File: config.mk
export PLATFORM = sky130hd
export DESIGN_NAME = dma_irq_csr
export DESIGN_NICKNAME = d
export VERILOG_FILES = /design/src/rtl/dma_irq_pkg.sv /design/src/rtl/dma_irq_cause_bank.sv /design/src/rtl/dma_irq_ctrl_regs.sv /design/src/rtl/dma_irq_csr.sv
export SDC_FILE = /design/constraint.sdc
export NUM_CORES = 1
export LEC_CHECK = 0
export BUFFER_PORTS_ARGS = -buffer_cell sky130_fd_sc_hd__buf_2
export CAP_MARGIN = 5
export CORE_AREA = 8 8 72 74
export DETAILED_ROUTE_END_ITERATION = 10
export DIE_AREA = 0 0 80 82
export GPL_TIMING_DRIVEN = 0
export PLACE_DENSITY = 0.74
export SYNTH_ARGS = -nofsm -noshare
export SYNTH_HDL_FRONTEND = slang
export SYNTH_SLANG_ARGS = --single-unit
File: constraint.sdc
create_clock -name clk -period 1.2 [get_ports clk]
set_clock_uncertainty 0.15 [all_clocks]
set_input_delay 0.24 -clock clk [delete_from_list [all_inputs] [get_ports clk]]
set_output_delay 0.24 -clock clk [all_outputs]
set_load 0.02 [all_outputs]
File: src/rtl/dma_irq_pkg.sv
package dma_irq_pkg;

    localparam int CSR_W   = 32;
    localparam int N_CAUSE = 11;
    localparam int ST_W    = 3;

    // cause positions in the status and enable words
    localparam int C_TX_DONE   = 0;
    localparam int C_TX_STOP   = 1;
    localparam int C_TX_JABBER = 2;
    localparam int C_RX_OVF    = 3;
    localparam int C_TX_UNF    = 4;
    localparam int C_RX_DONE   = 5;
    localparam int C_RX_NOBUF  = 6;
    localparam int C_RX_STOP   = 7;
    localparam int C_RX_WDOG   = 8;
    localparam int C_TX_EARLY  = 9;
    localparam int C_BUS_FATAL = 10;

    localparam int AIS_BIT   = 15;
    localparam int NIS_BIT   = 16;
    localparam int RX_ST_LSB = 17;
    localparam int TX_ST_LSB = RX_ST_LSB + ST_W;

    localparam int CTRL_TX_BIT = 0;
    localparam int CTRL_RX_BIT = 1;

    localparam logic [N_CAUSE-1:0] NORM_MASK =
        N_CAUSE'((1 << C_TX_DONE) | (1 << C_RX_DONE));
    localparam logic [N_CAUSE-1:0] ABN_MASK = ~NORM_MASK;

    typedef enum logic [1:0] {
        SEL_CTRL = 2'd0,
        SEL_POLL = 2'd1,
        SEL_IEN  = 2'd2,
        SEL_STAT = 2'd3
    } csr_sel_e;

    typedef enum logic [ST_W-1:0] {
        TXS_STOPPED = 3'd0,
        TXS_FETCH   = 3'd1,
        TXS_WAIT    = 3'd2,
        TXS_READ    = 3'd3,
        TXS_SUSPEND = 3'd6,
        TXS_CLOSE   = 3'd7
    } tx_state_e;

    typedef enum logic [ST_W-1:0] {
        RXS_STOPPED = 3'd0,
        RXS_FETCH   = 3'd1,
        RXS_CHECK   = 3'd2,
        RXS_WAIT    = 3'd3,
        RXS_SUSPEND = 3'd4,
        RXS_CLOSE   = 3'd5,
        RXS_FLUSH   = 3'd6,
        RXS_QUEUE   = 3'd7
    } rx_state_e;

endpackage

File: src/rtl/dma_irq_cause_bank.sv
module dma_irq_cause_bank #(
    parameter int N = 11
) (
    input  logic         clk,
    input  logic         rst_n,
    input  logic [N-1:0] ev,
    input  logic [N-1:0] clr,
    output logic [N-1:0] cause
);

    for (genvar k = 0; k < N; k++) begin : g_bit
        // a new event outranks a same-cycle clear
        always_ff @(posedge clk or negedge rst_n) begin
            if (!rst_n)
                cause[k] <= 1'b0;
            else if (ev[k])
                cause[k] <= 1'b1;
            else if (clr[k])
                cause[k] <= 1'b0;
        end
    end

endmodule

File: src/rtl/dma_irq_ctrl_regs.sv
module dma_irq_ctrl_regs #(
    parameter int N = 11
) (
    input  logic         clk,
    input  logic         rst_n,
    input  logic         wr_ctrl,
    input  logic         wr_poll,
    input  logic         wr_ien,
    input  logic [1:0]   ctrl_wdata,
    input  logic [N-1:0] ien_wdata,
    input  logic         ien_ais_wdata,
    input  logic         ien_nis_wdata,
    output logic         tx_run,
    output logic         rx_run,
    output logic         poll,
    output logic [N-1:0] ien_cause,
    output logic         ien_ais,
    output logic         ien_nis
);

    always_ff @(posedge clk or negedge rst_n) begin
        if (!rst_n) begin
            tx_run <= 1'b0;
            rx_run <= 1'b0;
        end else if (wr_ctrl) begin
            tx_run <= ctrl_wdata[0];
            rx_run <= ctrl_wdata[1];
        end
    end

    always_ff @(posedge clk or negedge rst_n) begin
        if (!rst_n)
            poll <= 1'b0;
        else
            poll <= wr_poll;
    end

    always_ff @(posedge clk or negedge rst_n) begin
        if (!rst_n) begin
            ien_cause <= '0;
            ien_ais   <= 1'b0;
            ien_nis   <= 1'b0;
        end else if (wr_ien) begin
            ien_cause <= ien_wdata;
            ien_ais   <= ien_ais_wdata;
            ien_nis   <= ien_nis_wdata;
        end
    end

endmodule

File: src/rtl/dma_irq_csr.sv
module dma_irq_csr
    import dma_irq_pkg::*;
#(
    parameter int ADDR_W = 2
) (
    input  logic                clk,
    input  logic                rst_n,
    input  logic [ADDR_W-1:0]   csr_addr,
    input  logic                csr_wr,
    input  logic [CSR_W-1:0]    csr_wdata,
    output logic [CSR_W-1:0]    csr_rdata,
    input  logic [N_CAUSE-1:0]  ev_i,
    input  logic [ST_W-1:0]     tx_state_i,
    input  logic [ST_W-1:0]     rx_state_i,
    output logic                tx_run_o,
    output logic                rx_run_o,
    output logic                tx_poll_o,
    output logic                irq_o
);

    localparam int SEL_W = 2;

    csr_sel_e           sel;
    logic               hit;
    logic               wr_ctrl, wr_poll, wr_ien, wr_stat;
    logic [N_CAUSE-1:0] clr_vec;
    logic [N_CAUSE-1:0] cause_q;
    logic [N_CAUSE-1:0] ien_cause;
    logic               ien_ais, ien_nis;
    logic               ais_sum, nis_sum;
    logic               irq_q;

    assign sel = csr_sel_e'(csr_addr[SEL_W-1:0]);

    if (ADDR_W > SEL_W) begin : g_hi_dec
        assign hit = (csr_addr[ADDR_W-1:SEL_W] == '0);
    end else begin : g_no_hi
        assign hit = 1'b1;
    end

    // write strobe decode per register select
    always_comb begin
        wr_ctrl = 1'b0;
        wr_poll = 1'b0;
        wr_ien  = 1'b0;
        wr_stat = 1'b0;
        if (csr_wr && hit) begin
            unique case (sel)
                SEL_CTRL: wr_ctrl = 1'b1;
                SEL_POLL: wr_poll = 1'b1;
                SEL_IEN:  wr_ien  = 1'b1;
                SEL_STAT: wr_stat = 1'b1;
            endcase
        end
    end

    assign clr_vec = wr_stat ? csr_wdata[N_CAUSE-1:0] : '0;

    dma_irq_cause_bank #(.N(N_CAUSE)) u_causes (
        .clk   (clk),
        .rst_n (rst_n),
        .ev    (ev_i),
        .clr   (clr_vec),
        .cause (cause_q)
    );

    dma_irq_ctrl_regs #(.N(N_CAUSE)) u_ctrl (
        .clk           (clk),
        .rst_n         (rst_n),
        .wr_ctrl       (wr_ctrl),
        .wr_poll       (wr_poll),
        .wr_ien        (wr_ien),
        .ctrl_wdata    ({csr_wdata[CTRL_RX_BIT], csr_wdata[CTRL_TX_BIT]}),
        .ien_wdata     (csr_wdata[N_CAUSE-1:0]),
        .ien_ais_wdata (csr_wdata[AIS_BIT]),
        .ien_nis_wdata (csr_wdata[NIS_BIT]),
        .tx_run        (tx_run_o),
        .rx_run        (rx_run_o),
        .poll          (tx_poll_o),
        .ien_cause     (ien_cause),
        .ien_ais       (ien_ais),
        .ien_nis       (ien_nis)
    );

    // summaries come from enabled causes only
    assign ais_sum = |(cause_q & ien_cause & ABN_MASK);
    assign nis_sum = |(cause_q & ien_cause & NORM_MASK);

    always_ff @(posedge clk or negedge rst_n) begin
        if (!rst_n)
            irq_q <= 1'b0;
        else
            irq_q <= (ais_sum & ien_ais) | (nis_sum & ien_nis);
    end

    assign irq_o = irq_q;

    // read path per register select
    always_comb begin
        csr_rdata = '0;
        if (hit) begin
            unique case (sel)
                SEL_CTRL: begin
                    csr_rdata[CTRL_TX_BIT] = tx_run_o;
                    csr_rdata[CTRL_RX_BIT] = rx_run_o;
                end
                SEL_POLL: ;
                SEL_IEN: begin
                    csr_rdata[N_CAUSE-1:0] = ien_cause;
                    csr_rdata[AIS_BIT]     = ien_ais;
                    csr_rdata[NIS_BIT]     = ien_nis;
                end
                SEL_STAT: begin
                    csr_rdata[N_CAUSE-1:0]              = cause_q;
                    csr_rdata[AIS_BIT]                  = ais_sum;
                    csr_rdata[NIS_BIT]                  = nis_sum;
                    csr_rdata[RX_ST_LSB +: ST_W]        = rx_state_i;
                    csr_rdata[TX_ST_LSB +: ST_W]        = tx_state_i;
                end
            endcase
        end
    end

endmodule

==> results.json <==
{
  "num_antenna_cells": 0,
  "clk_path_buf_depth": 2,
  "fmax_ghz": 0.5437,
  "pre_cts_ws_ps": -488.2,
  "synth_cell_type_count": 25,
  "syn2layout_area_growth_pct": 69.89,
  "syn_inst": 132,
  "met1_usage": 0.1586,
  "syn_area_per_cell_sq_um": 11.68,
  "post-route-period-util": 1.533,
  "syn-cell-area_sq_mm": 0.001541,
  "path_buf_inv": 2,
  "final_net_count": 289,
  "ys_warn_count": 0,
  "setup-violations-final": 22,
  "cp.arrival_ps": 1450,
  "grt_max_degree": 29,
  "drt_iter0_drc": 121,
  "htree_levels": 1,
  "dp_cells": 252,
  "drc": 0,
  "vdd_ir_drop_max_v": 0.0005891,
  "synth-seq-area-share": 0.4545,
  "busiest_layer": "met2",
  "gp_congestion": 0.7914,
  "critPathCaptureType": "primary output",
  "clock_latency_ps": 280,
  "vias": 1379,
  "total_power_mw": 2.954,
  "leakagePower_nw": 1.290,
  "worst-r2r-cell-count": 4,
  "firstDrtPassIters": 4,
  "gr-usage-met2": 0.2401,
  "synthTopCellsByArea": "dfrtp_1 45%, mux2_4 9.7%, buf_4 7.3%",
  "root_buffer": "clkbuf_8",
  "cp.depth": 4,
  "gr-total-overflow": 0,
  "rows": 24,
  "grt_pass1_vias": 1384,
  "yosysTopAreaCell": "dfrtp_1",
  "reg2reg_from": "u_ctrl.ien_cause[3]",
  "core_area_sq_mm": 0.004144,
  "required_ps": 810,
  "hold_path.startpoint": "csr_wdata[8]",
  "powerDensity_mw_per_mm2": 1128,
  "violations": "setup timing",
  "maxSlewViolCount": 0,
  "period_needed_ps": 1839,
  "cts_tree": "built",
  "critPathLaunchType": "flip-flop",
  "cp-startpoint": "u_ctrl.ien_cause[3]",
  "initial_core_util": 0.3720,
  "final_area_sq_mm": 0.002619,
  "cts_made_buffers": 3,
  "critPathMaxStageDelay_ps": 400,
  "status": "complete, but fails checks",
  "criticalPathCategory": "reg -> out",
  "crit_family": "compound AO/OA/AOI/OAI gates",
  "die_w_microns": 80,
  "grt_pass1_wl_microns": 7051,
  "clock_sinks": 28,
  "drt-total-wl_microns": 5044,
  "grt_util_all_layers": 0.1341,
  "drv_cap": 0,
  "rsz0062_at_grt": "true",
  "die-area_sq_mm": 0.006560,
  "grt_antenna_before_repair": 0,
  "die_h_microns": 82,
  "holdPathStages": 2,
  "slew_headroom": 0.5742,
  "r2r_slack_ps": -230,
  "path_cells": "a222oi_1 > buf_4 > a31oi_4 > buf_6",
  "tightest_slew_ps": 638.6,
  "final-hold-violation-count": 0,
  "hp-class": "in -> reg",
  "io_pins": 90,
  "place_hpwl_microns": 3031,
  "crit_slowest_cell": "dfrtp_1",
  "drive_gt1_frac": 0.5940,
  "io_buffers": 56,
  "cp_max_fo": 2,
  "cts.reportedPaths.clkPinSlew_ps": 110,
  "whs_ps": 43.26,
  "postPlaceCellArea_sq_mm": 0.002012,
  "yosysTopAreaCellShare": 0.4545,
  "wl_per_cell_microns": 17.64,
  "nFillCells": 298,
  "use_met3": 0.03282,
  "ys_ff_latch": 28,
  "drtAntennaViolNets": 0,
  "timing.final.ws_setup_ps": -639.3,
  "final_cell_count_no_fill": 286,
  "vias_per_cell": 4.822
}
synthesized netlist by cell type:
master / instances
buf_4: 15
a22oi_1: 4
buf_6: 2
nor2b_1: 9
nand4_1: 1
conb_1: 1
mux2_4: 10
nor2_1: 1
and3_1: 8
clkbuf_1: 3
inv_1: 1
a21o_1: 11
o211a_1: 1
nand3b_4: 1
mux2_2: 7
o21ai_0: 1
a31oi_1: 1
a22o_1: 2
o2bb2ai_1: 1
mux2i_1: 9
nor3b_1: 1
nand2_1: 12
dfrtp_1: 28
and3b_1: 1
a222oi_1: 1
layout by cell type (no fill, tap or decap), types with 3 or more instances in the layout:
master	instances
buf_6	30
conb_1	13
mux2_2	5
dlygate4sd3_1	12
and3_4	7
mux2i_1	9
buf_4	25
a22oi_2	3
nor2b_2	8
mux2_4	12
nand2_1	12
clkbuf_8	3
dfrtp_1	28
a21o_1	11
buf_2	33
path summary, 6_finish.rpt:
path	end
max in group asynchronous	u_causes.cause[1]
hold / removal	u_ctrl.ien_cause[8]
min in group asynchronous	u_causes.cause[5]
hold reg to reg	u_causes.cause[8]
setup reg to reg	irq_o
setup / recovery	csr_rdata[15]
sequential cells by signal, summed over array words and instances (netlist names):
| signal | flops |
|---|---|
| irq_o | 1 |
| u_ctrl.rx_run | 1 |
| u_ctrl.ien_cause | 11 |
| u_ctrl.ien_ais | 1 |
| u_ctrl.tx_run | 1 |
| u_ctrl.ien_nis | 1 |
| u_causes.cause | 11 |
| u_ctrl.poll | 1 |
layout make-up:
class	instances	area [sq um]	area share
multi-input combinational	95	857.1	0.3273
timing repair buffer	86	714.4	0.2728
sequential	28	700.7	0.2676
buffer	20	206.4	0.07883
tap	52	65.06	0.02484
clock buffer	3	41.29	0.01577
clock inverter	1	30.03	0.01147
inverter	1	3.754	0.001433
worst register-to-register path: cells and delay by family, from the launching register on:
family / cells / cell delay, ps
compound gates: 2 / 500
flops: 1 / 400
buf+inv: 1 / 190
simple gates: 1 / 90
metrics by stage:
step                      setup TNS [ps]    util
after floorplan                    -1109       -
after global placement             -8920  0.4855
after detailed placement           -8756  0.4855
after CTS                          -5103  0.6027
after global routing               -6584  0.6319
final                              -5783  0.6319
report_power, final:
group | internal [mW] | leakage [nW] | switching (mW)
clock | 0.447 | 0.0357 | 0.316
combinational | 0.578 | 0.952 | 0.446
sequential | 1.06 | 0.302 | 0.105
metal layers:
layer / wire (microns) / up-vias
li1: - / 644
met2: 2623 / 53
met3: 355 / 7
met1: 2013 / 675
met4: 51 / 0
met5: 0 / -
logic make-up after synthesis:
group                  Yosys count  synth area share
buffers and inverters           21           0.09740
muxes                           26            0.2070
AOI/OAI and AO/OA               22            0.1104
DFF                             28            0.4545
and+or+nand+nor                 34            0.1282
other                            1          0.002433
timing repair:
action	in CTS	in global routing
pin swaps	4	5
resized for setup	57	17
hold buffers	12	0
endpoints found under the setup margin	22	24
hold endpoints to repair	39	0
setup buffers	10	8
No activity file was read; power rests on OpenSTA's default activity.
